File: config.mk
export PLATFORM = sky130hd
export DESIGN_NAME = conv_enc_r2
export DESIGN_NICKNAME = d
export VERILOG_FILES = /design/src/rtl/conv_enc_r2.sv
export SDC_FILE = /design/constraint.sdc
export NUM_CORES = 1
export LEC_CHECK = 0
export BUFFER_PORTS_ARGS = -buffer_cell sky130_fd_sc_hd__buf_2
export CORE_AREA = 3 3 40 42
export DETAILED_ROUTE_END_ITERATION = 7
export DIE_AREA = 0 0 43 45
export PLACE_DENSITY_LB_ADDON = 0.08
export SLEW_MARGIN = 15
export SYNTH_ARGS = -nofsm -noshare
export SYNTH_HDL_FRONTEND = slang
export SYNTH_SLANG_ARGS = --single-unit
File: constraint.sdc
create_clock -name clk -period 1.1 [get_ports clk]
set_input_delay 0.22 -clock clk [delete_from_list [all_inputs] [get_ports clk]]
set_output_delay 0.22 -clock clk [all_outputs]
set_load 0.02 [all_outputs]
File: src/rtl/conv_enc_r2.sv
module conv_enc_r2 (
  input  logic       clk,
  input  logic       rst,
  input  logic       start,
  input  logic       in_vld,
  input  logic       in_bit,
  output logic [1:0] sym_out,
  output logic       sym_vld,
  output logic [1:0] enc_state
);

  logic [1:0] mem;
  logic [1:0] base;
  logic       p_full;
  logic       p_skip;

  assign base   = start ? 2'b00 : mem;
  assign p_full = in_bit ^ base[1] ^ base[0];
  assign p_skip = in_bit ^ base[0];

  always_ff @(posedge clk) begin
    if (rst) begin
      mem     <= 2'b00;
      sym_out <= 2'b00;
      sym_vld <= 1'b0;
    end else begin
      sym_vld <= in_vld;
      if (in_vld) begin
        mem     <= {in_bit, base[1]};
        sym_out <= {p_full, p_skip};
      end else if (start) begin
        mem <= 2'b00;
      end
    end
  end

  assign enc_state = mem;

endmodule

==> reports/metrics.yaml <==
routing:
  drt_iter0_drc: 1
  wl_per_cell_um: 9.857
  vias: 183
  drc: 0
  wirelength_um: 483
  drt-pass1-iter-count: 2
  ant_nets: 0
  avgViaCountPerCell: 3.735
setup_path:
  r2r_cells: 3
  critPathLaunch: "enc_state[0]$_SDFF_PP0_"
  r2r_end: "sym_out[1]$_SDFFE_PP0P_"
  cp-endpoint: "sym_out[1]$_SDFFE_PP0P_"
  cp_max_fo: 4
  setup.worst_path.start_class: "flip-flop"
  cp_data_arrival_time_ps: 1240
  required_ps: 1260
  crit_type: "reg -> reg"
  critPathCaptureType: "flip-flop"
  regToRegSetupSlack_ps: 20
  timing.rr.start: "enc_state[0]$_SDFF_PP0_"
synthesis:
  avgSynthCellArea_um2: 9.473
  synth_area_um2: 198.9
  ys_ff_latch: 5
  postSynthCellCount: 21
  synthTopCellsByArea: "dfxtp_1 50%, xnor2_1 8.8%, nor2_1 7.5%, nor2b_1 6.3%, mux2i_1 5.0%"
  syn_nets: 26
  seq_area_frac_synth: 0.5031
  yosys.area_share.simple: 0.1950
  synth_fa_ha_area_frac: 0
  synth_top_cell_area_share: 0.5031
  postSynth.asyncResetShare: 0
  synth-compound-area-share: 0.1447
  yosys_warnings: 0
  synthDistinctLibCells: 12
  muxShareOfSynthArea: 0.05031
  yosysMostFrequentCell: "dfxtp_1"
  synth_top_family_by_area: "simple AND/OR/NAND/NOR gates"
  synth_xor_area_frac: 0.08805
  ys_top_cells_by_count: "5 x dfxtp_1, 4 x nor2_1, 2 x nor2b_1, 2 x xnor2_1"
  yosys_most_used_dff: "dfxtp_1"
  synth_edf_count: 0
  yosys.area.top_type: "dfxtp_1"
die:
  rows: 13
  die_h_um: 45
  die-width_um: 43
  core_um2: 1285
  num_io_pins: 10
  initial_core_util: 0.1548
  dieArea_um2: 1935
sta:
  final.setup.tns_ps: 0
  max_freq_mhz: 926.8
  worst_slack_ps: 21.00
  worst_clock_skew_ps: 5.883
  slew_violations: 0
  hold_viol_final: 0
  relSlewSlack: 0.8692
  tightestPinTransition_ps: 194.9
  fin_crit_sh: 0.9809
  grt_setup_unrepaired: "yes"
  setup-violations-final: 0
  period_needed_ps: 1079
clocking:
  numClockSinks: 5
  numCtsBuffers: 3
  cts.hold.buffers_added: 0
  ctsResizeCount: 0
  clk_path_buf_depth: 2
  cts_root_buf: "clkbuf_4"
  cts_tree: "done"
  clk_pin_slew_ps: 50
  worst_skew_pair.late_latency_ps: 250
  post_cts.repair.setup_buffers: 0
  cts_htree_levels: 1
cells_and_area:
  syn2layout_area_growth_pct: 48.43
  fin_util: 0.2298
  diodes: 0
  final_area_um2: 295.3
  final_layout_size_suffix_gt1_frac: 0.4412
  final_nets: 40
placed_design:
  placedInstanceArea_um2: 269.0
  dp_slack_ps: 13.18
  post-dp-hpwl_um: 374
  gp_congestion: 0.6262
  port_buffers: 9
job:
  drv_cap: 0
power_and_ir_drop:
  p_leak_nw: 0.1291
  ir_drop_mv: 0.6244
  p_per_area_nw_per_um2: 1610
worst_hold_path:
  hold_class: "in -> reg"
grt:
  first_global_vias: 207
  grt_antenna_before_repair: 0
  track_usage: 0.06656
  grt-ovfl-total: 0
  grt_pass1_wl_um: 834
  grt_max_degree: 9
status:
  status: "complete, no violations"
where the power goes:
part	total (W)	switching [W]	internal (W)
clock network	0.000221	0.0000829	0.000138
logic	0.0000582	0.0000334	0.0000248
registers	0.000197	0.00000488	0.000192
total	0.000475	0.000121	0.000354
per-stage QoR:
stage | hold WS, ps | total power, W | instances
after global routing | 202.5 | 0.0005167 | 49
final | 203.2 | 0.0004753 | 49
after detailed placement | 460.3 | 0.0002596 | 45
after CTS | 196.3 | 0.0004905 | 49
after global placement | 459.0 | 0.0002593 | 45
after floorplan | 285.0 | 0.0002325 | 21
layer usage:
metal	vias up	global-route usage	wire, um
li1	98	-	-
met1	73	0.05769	180
met2	12	0.08683	212
met3	0	0.08367	90
met4	0	0.03614	0
met5	-	0	0
cell usage in the layout, fill, tap and decap left out:
| cell type | netlist | routed |
|---|---|---|
| nor2b_1 | 2 | 2 |
| nor3_1 | 1 | 1 |
| or3_1 | 1 | 1 |
| mux2i_1 | 1 | 1 |
| dfxtp_2 | 0 | 2 |
| buf_4 | 0 | 1 |
| dfxtp_1 | 5 | 3 |
| clkbuf_4 | 0 | 3 |
| a311oi_1 | 1 | 1 |
| a22oi_1 | 1 | 1 |
| xnor2_1 | 2 | 2 |
| buf_2 | 0 | 9 |
| clkbuf_1 | 1 | 1 |
| o21ai_0 | 1 | 1 |
| nor2_1 | 4 | 4 |
| a211oi_1 | 1 | 1 |
state kept, by name, indices dropped and copies added (netlist names):
register   count
sym_vld        1
sym_out        2
enc_state      2
worst min path at each step:
stage,end,cells past startpoint,slack (ps),from
4_1_cts,sym_vld$_SDFF_PP0_,2,200,rst
3_3_place_gp,enc_state[1]$_SDFF_PP0_,2,460,rst
5_1_grt,enc_state[0]$_SDFF_PP0_,2,200,rst
3_5_place_dp,enc_state[1]$_SDFF_PP0_,2,460,rst
2_1_floorplan,enc_state[1]$_SDFF_PP0_,1,280,rst
6_report,sym_vld$_SDFF_PP0_,2,200,rst
kinds of logic after synthesis:
group | Yosys count
AOI/OAI and AO/OA | 4
xor gates and xnor gates | 2
buffers and inverters | 1
DFF | 5
muxes | 1
and+or+nand+nor | 8
cell type report:
type	instances	area (um2)
Multi-Input combinational cell	15	95.09
Fill cell	151	989.7
Sequential cell	5	102.6
Timing Repair Buffer	10	52.55
Tap cell	15	18.77
Clock buffer	4	26.28
critical path, cell delays in order (launching register included):
cell,delay (ps)
dfxtp_2,330
xnor2_1,130
or3_1,300
a311oi_1,240
Note: power is estimated with default switching activity, not from simulation.
